### src/rtl/vlan_tag_pkg.sv
package vlan_tag_pkg;
  localparam int OCT_W = 8;
  localparam int PRI_W = 3;
  localparam int VID_W = 12;

  typedef struct packed {
    logic             seen;
    logic [PRI_W-1:0] pri;
    logic             cfi;
    logic [VID_W-1:0] vid;
  } tag_info_t;
endpackage

### src/rtl/vlan_octet_pos.sv
module vlan_octet_pos #(
  parameter int LAST_IDX = 15,
  parameter int CNT_W    = 5
) (
  input  logic             clk,
  input  logic             rst_n,
  input  logic             rx_vld,
  input  logic             rx_sof,
  output logic [CNT_W-1:0] cur_idx
);
  localparam logic [CNT_W-1:0] SAT = CNT_W'(LAST_IDX + 1);

  logic [CNT_W-1:0] idx_q, idx_d;

  // position of the octet currently on the bus
  always_comb cur_idx = rx_sof ? '0 : idx_q;

  always_comb begin
    idx_d = idx_q;
    if (rx_vld) begin
      if (cur_idx == SAT) idx_d = SAT;
      else                idx_d = cur_idx + CNT_W'(1);
    end
  end

  always_ff @(posedge clk or negedge rst_n) begin
    if (!rst_n) idx_q <= SAT;
    else        idx_q <= idx_d;
  end

  a_r9_idle_holds_pos: assert property (@(posedge clk) disable iff (!rst_n)
    !rx_vld |=> $stable(idx_q));
  a_r7_pos_bounded: assert property (@(posedge clk) disable iff (!rst_n)
    idx_q <= SAT);
endmodule

### src/rtl/vlan_type_match.sv
module vlan_type_match
  import vlan_tag_pkg::*;
#(
  parameter int              TAG_POS = 12,
  parameter int              CNT_W   = 5,
  parameter logic [OCT_W-1:0] TYPE_HI = 8'h81,
  parameter logic [OCT_W-1:0] TYPE_LO = 8'h00
) (
  input  logic             clk,
  input  logic             rst_n,
  input  logic             rx_vld,
  input  logic             rx_sof,
  input  logic [CNT_W-1:0] cur_idx,
  input  logic [OCT_W-1:0] rx_byte,
  output logic             type_ok,
  output logic [OCT_W-1:0] tci_hi
);
  localparam logic [CNT_W-1:0] IDX_HI  = CNT_W'(TAG_POS);
  localparam logic [CNT_W-1:0] IDX_LO  = CNT_W'(TAG_POS + 1);
  localparam logic [CNT_W-1:0] IDX_TCI = CNT_W'(TAG_POS + 2);

  logic             hi_ok_q, hi_ok_d;
  logic             lo_ok_q, lo_ok_d;
  logic [OCT_W-1:0] tci_q, tci_d;
  logic             clr;

  always_comb clr = rx_vld && rx_sof;

  always_comb begin
    hi_ok_d = hi_ok_q;
    lo_ok_d = lo_ok_q;
    tci_d   = tci_q;
    if (clr) begin
      hi_ok_d = 1'b0;
      lo_ok_d = 1'b0;
      tci_d   = '0;
    end else if (rx_vld) begin
      if (cur_idx == IDX_HI)  hi_ok_d = (rx_byte == TYPE_HI);
      if (cur_idx == IDX_LO)  lo_ok_d = (rx_byte == TYPE_LO);
      if (cur_idx == IDX_TCI) tci_d   = rx_byte;
    end
  end

  always_ff @(posedge clk or negedge rst_n) begin
    if (!rst_n) begin
      hi_ok_q <= 1'b0;
      lo_ok_q <= 1'b0;
      tci_q   <= '0;
    end else begin
      hi_ok_q <= hi_ok_d;
      lo_ok_q <= lo_ok_d;
      tci_q   <= tci_d;
    end
  end

  always_comb begin
    type_ok = hi_ok_q && lo_ok_q;
    tci_hi  = tci_q;
  end

  a_r6_match_cleared_by_sof: assert property (@(posedge clk) disable iff (!rst_n)
    (rx_vld && rx_sof) |=> !type_ok);
endmodule

### src/rtl/vlan_field_hold.sv
module vlan_field_hold
  import vlan_tag_pkg::*;
#(
  parameter int LAST_IDX = 15,
  parameter int CNT_W    = 5
) (
  input  logic             clk,
  input  logic             rst_n,
  input  logic             rx_vld,
  input  logic             rx_sof,
  input  logic             cfg_tag_en,
  input  logic [CNT_W-1:0] cur_idx,
  input  logic             type_ok,
  input  logic [OCT_W-1:0] tci_hi,
  input  logic [OCT_W-1:0] rx_byte,
  output tag_info_t        info
);
  localparam logic [CNT_W-1:0] IDX_LAST = CNT_W'(LAST_IDX);

  tag_info_t info_q, info_d;
  logic      clr, load;

  always_comb begin
    clr  = rx_vld && rx_sof;
    load = rx_vld && !rx_sof && (cur_idx == IDX_LAST) && type_ok && cfg_tag_en;
  end

  always_comb begin
    info_d = info_q;
    if (clr) begin
      info_d = '0;
    end else if (load) begin
      info_d.seen = 1'b1;
      info_d.pri  = tci_hi[OCT_W-1 -: PRI_W];
      info_d.cfi  = tci_hi[OCT_W-1-PRI_W];
      info_d.vid  = {tci_hi[OCT_W-PRI_W-2:0], rx_byte};
    end
  end

  always_ff @(posedge clk or negedge rst_n) begin
    if (!rst_n) info_q <= '0;
    else        info_q <= info_d;
  end

  always_comb info = info_q;

  a_r2_clear_on_sof: assert property (@(posedge clk) disable iff (!rst_n)
    (rx_vld && rx_sof) |=> (info_q == '0));
  a_r5_needs_enable: assert property (@(posedge clk) disable iff (!rst_n)
    $rose(info_q.seen) |-> $past(cfg_tag_en));
  a_r3_rise_after_last: assert property (@(posedge clk) disable iff (!rst_n)
    $rose(info_q.seen) |-> ($past(cur_idx) == IDX_LAST && $past(rx_vld)));
  a_r8_hold_otherwise: assert property (@(posedge clk) disable iff (!rst_n)
    !(rx_vld && (rx_sof || cur_idx == IDX_LAST)) |=> $stable(info_q));
endmodule

### src/rtl/vlan_tag_extract.sv
module vlan_tag_extract
  import vlan_tag_pkg::*;
#(
  parameter int               TAG_POS = 12,
  parameter logic [OCT_W-1:0] TYPE_HI = 8'h81,
  parameter logic [OCT_W-1:0] TYPE_LO = 8'h00
) (
  input  logic             clk,
  input  logic             rst_n,
  input  logic             cfg_tag_en,
  input  logic             rx_vld,
  input  logic             rx_sof,
  input  logic [OCT_W-1:0] rx_byte,
  output logic             vlan_hit,
  output logic [PRI_W-1:0] vlan_pri,
  output logic             vlan_cfi,
  output logic [VID_W-1:0] vlan_vid
);
  localparam int LAST_IDX = TAG_POS + 3;
  localparam int CNT_W    = $clog2(LAST_IDX + 2);

  // asynchronous assert, clocked release
  logic [1:0] rst_sync_q;
  logic       rst_int_n;

  always_ff @(posedge clk or negedge rst_n) begin
    if (!rst_n) rst_sync_q <= 2'b00;
    else        rst_sync_q <= {rst_sync_q[0], 1'b1};
  end
  always_comb rst_int_n = rst_sync_q[1];

  logic [CNT_W-1:0] cur_idx;
  logic             type_ok;
  logic [OCT_W-1:0] tci_hi;
  tag_info_t        info;

  vlan_octet_pos #(.LAST_IDX(LAST_IDX), .CNT_W(CNT_W)) u_pos (
    .clk(clk), .rst_n(rst_int_n), .rx_vld(rx_vld), .rx_sof(rx_sof), .cur_idx(cur_idx)
  );

  vlan_type_match #(.TAG_POS(TAG_POS), .CNT_W(CNT_W), .TYPE_HI(TYPE_HI), .TYPE_LO(TYPE_LO)) u_match (
    .clk(clk), .rst_n(rst_int_n), .rx_vld(rx_vld), .rx_sof(rx_sof), .cur_idx(cur_idx),
    .rx_byte(rx_byte), .type_ok(type_ok), .tci_hi(tci_hi)
  );

  vlan_field_hold #(.LAST_IDX(LAST_IDX), .CNT_W(CNT_W)) u_hold (
    .clk(clk), .rst_n(rst_int_n), .rx_vld(rx_vld), .rx_sof(rx_sof), .cfg_tag_en(cfg_tag_en),
    .cur_idx(cur_idx), .type_ok(type_ok), .tci_hi(tci_hi), .rx_byte(rx_byte), .info(info)
  );

  always_comb begin
    vlan_hit = info.seen;
    vlan_pri = info.pri;
    vlan_cfi = info.cfi;
    vlan_vid = info.vid;
  end

  a_r4_fields_zero_without_hit: assert property (@(posedge clk) disable iff (!rst_int_n)
    !vlan_hit |-> (vlan_pri == '0 && !vlan_cfi && vlan_vid == '0));
endmodule

### config.mk
export PLATFORM = sky130hd
export DESIGN_NAME = vlan_tag_extract
export DESIGN_NICKNAME = d
export VERILOG_FILES = /design/src/rtl/vlan_tag_pkg.sv /design/src/rtl/vlan_octet_pos.sv /design/src/rtl/vlan_type_match.sv /design/src/rtl/vlan_field_hold.sv /design/src/rtl/vlan_tag_extract.sv
export SDC_FILE = /design/constraint.sdc
export NUM_CORES = 1
export LEC_CHECK = 0
export ABC_CLOCK_PERIOD_IN_PS = 3300
export BUFFER_PORTS_ARGS = -buffer_cell sky130_fd_sc_hd__buf_2
export CAP_MARGIN = 20
export CELL_PAD_IN_SITES_DETAIL_PLACEMENT = 1
export CELL_PAD_IN_SITES_GLOBAL_PLACEMENT = 1
export CORE_ASPECT_RATIO = 1.4
export CORE_MARGIN = 3
export CORE_UTILIZATION = 30
export DETAILED_ROUTE_END_ITERATION = 16
export PLACE_DENSITY_LB_ADDON = 0.1
export SYNTH_ARGS = -nofsm -noshare
export SYNTH_HDL_FRONTEND = slang
export SYNTH_HIERARCHICAL = 1
export SYNTH_SLANG_ARGS = --single-unit
### constraint.sdc
create_clock -name clk -period 3.3 [get_ports clk]
set_clock_uncertainty 0.15 [all_clocks]
set_input_delay 0.66 -clock clk [delete_from_list [all_inputs] [get_ports clk]]
set_output_delay 0.66 -clock clk [all_outputs]
set_load 0.05 [all_outputs]
# ---- Word level (Yosys, flattened, before mapping)
# Index checks and enable logic that the tools add are counted.
dict set report totals {
  ff_bits 34
  latch_bits 0
  mem_bits_rw 0
  mem_bits_ro 0
  inputBits 13
  output_inout_bits 17
  wordCells 45
  mem_count 0
}
dict set report classes {
  add_sub_neg 1
  n_mul 0
  div 0
  n_lt_le_gt_ge 0
  eq_ne 6
  shift 0
  muxes 13
  n_bitwise 0
  reduce_logical 16
}
# op count
set ops {}
lappend ops {{17-bit two-way mux} 2}
lappend ops {{8-bit two-way mux} 3}
lappend ops {{5-bit by 4-bit == test with 1-bit output (second input constant)} 4}
lappend ops {{5-bit two-way mux} 2}
lappend ops {{2-bit nonzero test} 5}
lappend ops {{8-bit == test (second input constant)} 1}
lappend ops {{8-bit logical NOT} 1}
lappend ops {{1-bit logical AND} 6}
lappend ops {{1-bit two-way mux} 6}
lappend ops {{2-bit AND reduction} 3}
lappend ops {{5-bit by 1-bit adder with 5-bit output (second input constant)} 1}
lappend ops {{5-bit == test (second input constant)} 1}
lappend ops {{1-bit logical NOT} 1}

# ---- Depth between registers and ports, before layout
dict set report depth {
  word_depth 7
  depth_mapped 7
  ltp_nobuf 5
}

# ---- Cells and area by module
# The synthesis kept the hierarchy.
# mod n_inst cells_each area_each_um2 seq_area_each_um2
set modules_own_cells {}
lappend modules_own_cells {vlan_field_hold 1 104 974.7 425.4}
lappend modules_own_cells {vlan_type_match 1 66 686.9 250.2}
lappend modules_own_cells {vlan_octet_pos 1 29 282.8 126.4}
lappend modules_own_cells {vlan_tag_extract 1 3 53.8 50.0}

# ---- Least setup slack after synthesis
# Ideal clock, no wire load.
dict set report synth_timing {
  kind {input port to flip-flop}
  start {in rx_sof}
  end {reg u_match.tci_q[0] (netlist: u_match/tci_hi[0])}
  setup_time_ns 0.101
  t_arrival_ns 1.657
  t_required_ns 3.049
  path_slack_ns 1.393
  path_stages 6
  path_buffers 2
  path_cell_list {and2b_4 and4b_1 buf_6 and2_4 buf_6 o311ai_2}
}
dict set report synth_via {
  elab_chain_len 4
  word_cells_on_any_way 7
  cone_classes {eq/ne (1); mux (2); reduce/logical (4)}
}
# element line_no
set synth_rtl {}
lappend synth_rtl {{from (decl)} vlan_tag_extract.sv:12} ;# input logic rx_sof,
lappend synth_rtl {{5-bit two-way mux} vlan_octet_pos.sv:16} ;# always_comb cur_idx = rx_sof ? '0 : idx_q;
lappend synth_rtl {{5-bit by 4-bit == test with 1-bit output} vlan_type_match.sv:40} ;# if (cur_idx == IDX_TCI) tci_d = rx_byte;
lappend synth_rtl {{2-bit nonzero test (no line)} --}
lappend synth_rtl {{2-bit AND reduction (no line)} --}
lappend synth_rtl {{to (signal assigned)} vlan_type_match.sv:52} ;# tci_q <= tci_d;
lappend synth_rtl {{to (decl)} vlan_type_match.sv:24} ;# logic [OCT_W-1:0] tci_q, tci_d;
# Parallel ways exist; a longest one is shown, timed or not.
# A chain may end at the register's enable or synchronous reset.

# ---- Worst setup path in the final report
dict set report layout_timing {
  start {in rx_sof}
  end {reg u_hold.info_q, in the netlist u_hold/info[2]}
}
dict set report layout_via {
  elab_chain_len 6
  word_cells_on_any_way 10
  cone_classes {eq/ne (1); mux (2); reduce/logical (7)}
}
# element line_no
set layout_rtl {}
lappend layout_rtl {{5-bit two-way mux} vlan_octet_pos.sv:16}
lappend layout_rtl {{net cur_idx[4]} vlan_tag_extract.sv:32} ;# logic [CNT_W-1:0] cur_idx;
lappend layout_rtl {{5-bit by 4-bit == test with 1-bit output} vlan_field_hold.sv:25} ;# load = rx_vld && !rx_sof && (cur_idx == IDX_LAST) && type_ok && cfg_tag_en;
lappend layout_rtl {{1-bit logical AND (3 in series)} vlan_field_hold.sv:25}
lappend layout_rtl {{2-bit nonzero test (no line)} --}
lappend layout_rtl {{to (signal assigned)} vlan_field_hold.sv:42} ;# else info_q <= info_d;
lappend layout_rtl {{to (decl)} vlan_field_hold.sv:20} ;# tag_info_t info_q, info_d;
# The timed path passes the listed nets, and every way through them passes these cells.

==> impl_metrics.tcl <==
set metrics [dict create \
    post_cts_buffers 0 \
    final_nets 241 \
    fmax_mhz 436 \
    grt_pass1_wl_um 9110 \
    ir_drop_v 0.000218 \
    worstPathCellList "buf_2 -> and2b_4 -> nand4b_1 -> nor2_1 -> o311ai_0" \
    clk_latency_ns 0.28 \
    synth_top_flop_cell "dfrtp_1" \
    worst_slew_pin_slew_ns 0.630 \
    slew_headroom 0.579 \
    ios 30 \
    chipHeight_um 103 \
    utilization 0.356 \
    first_global_vias 1733 \
    setup_violations 0 \
    vias 1683 \
    slowest_delay_ns 0.49 \
    status "finished clean" \
    grt_remaining_overflow 0 \
    rsz0062_at_grt "no" \
    yosysTopAreaCellShare 0.413 \
    cp.required_ns 3.29 \
    grt_max_degree 44 \
    core_sq_um 6340 \
    critPathBufInv 1 \
    synth_cell_type_count 37 \
    min_period_over_period 0.694 \
    htreeDepth 2 \
    end_kind "flop" \
    drt_iter0_markers 92 \
    n_fill_cell 747 \
    dpl_worst_slack_ns 0.659 \
    drv_slew 0 \
    startpoint_type "primary input" \
    worstPathMaxFanout 17 \
    post_cts_resized 0 \
    synth_cells 202 \
    yosysWarnings 6 \
    antenna_found_initial 0 \
    area.sequential_sq_um 852 \
    period_needed_ns 2.29 \
    drc 0 \
    fin_ws_ns 1.01 \
    vias_per_cell 5.61 \
    yosys-top-cells-area "dfrtp_1 (41%), nand4b_1 (7.9%), o311ai_2 (6.5%)" \
    drt-pass1-iter-count 4 \
    async_reset_ff_frac 1.00 \
    hold_path_class "flop to asynchronous set/reset pin" \
    syn_nets 215 \
    area_delta_synth_final_pct 13.0 \
    clk_pin_slew_ns 0.07 \
    seq_area_frac_synth 0.426 \
    critPathSlowestCell "nor2_1" \
    leakage_nw 0.924 \
    syn_avg_cell_area_sq_um 9.89 \
    yosysTopAreaCell "dfrtp_1" \
    critPathTopFamily "simple AND/OR/NAND/NOR gates" \
    fp-row-count 34 \
    fp.dieW_um 75.0 \
    path_class "primary input to flop" \
    start_util 0.315 \
    powerDensity_nw_per_um2 521 \
    wl_um 5510 \
    gp_congestion 0.744 \
    arrival_ns 2.28 \
    cts_hold_buf 1 \
    cts_tree "done" \
    hold_viol 0 \
    grt_util_all_layers 0.156 \
    ant_nets 0 \
    finalSetupTns_ns 0 \
    wire_per_inst_um 18.4 \
    multi_input_area_sq_um 958 \
    portBuffers 29 \
    dieArea_sq_um 7690 \
    clock-sinks 34 \
    ys_seq_elements 34 \
    synth-edff-count 0 \
    cts_buffer_depth 2 \
    place_hpwl_um 3840 \
    synthesis.area_sq_um 2000 \
    numCtsBuffers 5 \
    num_antenna_cells 0 \
    drv_cap 0 \
    drive_gt1_frac 0.224 \
    cts-root-buf "clkbuf_8" \
]
==> layout by cell type (no fill, tap or decap) <==
cell type      count
clkbuf_8           5
o22a_1             1
nor4b_1            1
mux2i_1            2
and2_4             1
nand2b_1          18
and4b_1            3
a21oi_1            3
nand3_1           11
a221o_1            2
and2b_1            3
nand2_1            4
o21ai_1            1
o311ai_2           8
o31ai_1            1
o2bb2ai_1          1
o311ai_0           8
dfstp_2            1
and4_1             1
dlygate4sd3_1      1
buf_2             29
nor4_1             1
o221ai_2           1
clkinv_2           2
nand4b_1          18
dfrtp_1           33
a211oi_1           1
nor2b_1           10
nor2_1             4
buf_4              3
conb_1             1
o21ai_0           10
inv_1             27
nor3_1             2
and2b_4            1
o221ai_1           7
nand4_1            2
==> cells in the mapped netlist (3+ instances only) <==
| master | count |
|---|---|
| o21ai_0 | 10 |
| o311ai_2 | 8 |
| nand2_1 | 4 |
| nor2_1 | 4 |
| inv_1 | 27 |
| dfrtp_1 | 33 |
| o311ai_0 | 8 |
| nand3_1 | 11 |
| clkbuf_1 | 6 |
| buf_6 | 3 |
| nor2b_1 | 10 |
| a21oi_1 | 3 |
| o221ai_1 | 7 |
| nand2b_1 | 18 |
| nand4b_1 | 18 |
| and4b_1 | 3 |
| and2b_1 | 3 |
==> routing by layer <==
metal | part of all wire | vias up | GRT usage
li1 | - | 783 | -
met1 | 0.43 | 867 | 0.200
met2 | 0.53 | 29 | 0.266
met3 | 0.034 | 4 | 0.0263
met4 | 0.0096 | 0 | 0.0411
met5 | 0 | - | 0
==> worst paths after layout <==
kind	startpoint	to	slack (ns)	cells past startpoint
max	rx_sof	u_hold/info[2]	1.01	5
min	rst_sync_q[1]	u_hold/info[11]	0.12	1
max reg2reg	u_pos/idx_q[3]	u_hold/info[15]	1.20	4
min reg2reg	rst_sync_q[1]	u_hold/info[11]	0.12	1
max in group asynchronous	rst_n	rst_sync_q[1]	2.38	2
min in group clk	rst_sync_q[0]	rst_sync_q[1]	0.21	0
==> report_power, final <==
| part | switching [W] | total [W] | internal (W) |
|---|---|---|---|
| combinational | 0.000222 | 0.000334 | 0.000112 |
| sequential | 0.0000626 | 0.000546 | 0.000484 |
| clock | 0.000154 | 0.000296 | 0.000142 |
==> worst reg2reg max path, cell delays in order, from the launching register on <==
cell,delay (ns)
dfrtp_1,0.42
nor2b_1,0.31
and4b_1,0.66
nand3_1,0.24
o221ai_1,0.24
==> kinds of logic (layout without fill, tap and decap cells) <==
logic type,Yosys count,count (layout),synth area share
simple gates,80,80,0.268
compound gates,44,44,0.200
buf+inv,41,67,0.0939
flops,34,34,0.426
mux,2,2,0.0100
other cells,1,1,0.00188
==> metrics by stage <==
step                std cells  area [sq um]  total power [W]  hold slack (ns)
floorplan                 202          2000         0.000794            0.181
global placement          292          2170         0.000878            0.133
detailed placement        292          2170         0.000893            0.145
CTS                       300          2260          0.00119            0.148
global route              300          2260          0.00125            0.168
finish                    300          2260          0.00118            0.123
==> layout make-up <==
| cell class | instances | area share |
|---|---|---|
| Clock inverter | 2 | 0.00443 |
| Clock buffer | 5 | 0.0305 |
| Sequential cell | 34 | 0.377 |
| Inverter | 27 | 0.0449 |
| Multi-Input combinational cell | 127 | 0.424 |
| Tap cell | 72 | 0.0399 |
| Timing Repair Buffer | 33 | 0.0787 |
==> flip-flops by register name (all words and copies together), names as in the netlist <==
signal,cells
rst_sync_q,2
u_match/lo_ok_q,1
u_match/tci_hi,8
u_hold/info,17
u_pos/idx_q,5
u_match/hi_ok_q,1
No activity file was read; power rests on OpenSTA's default activity.
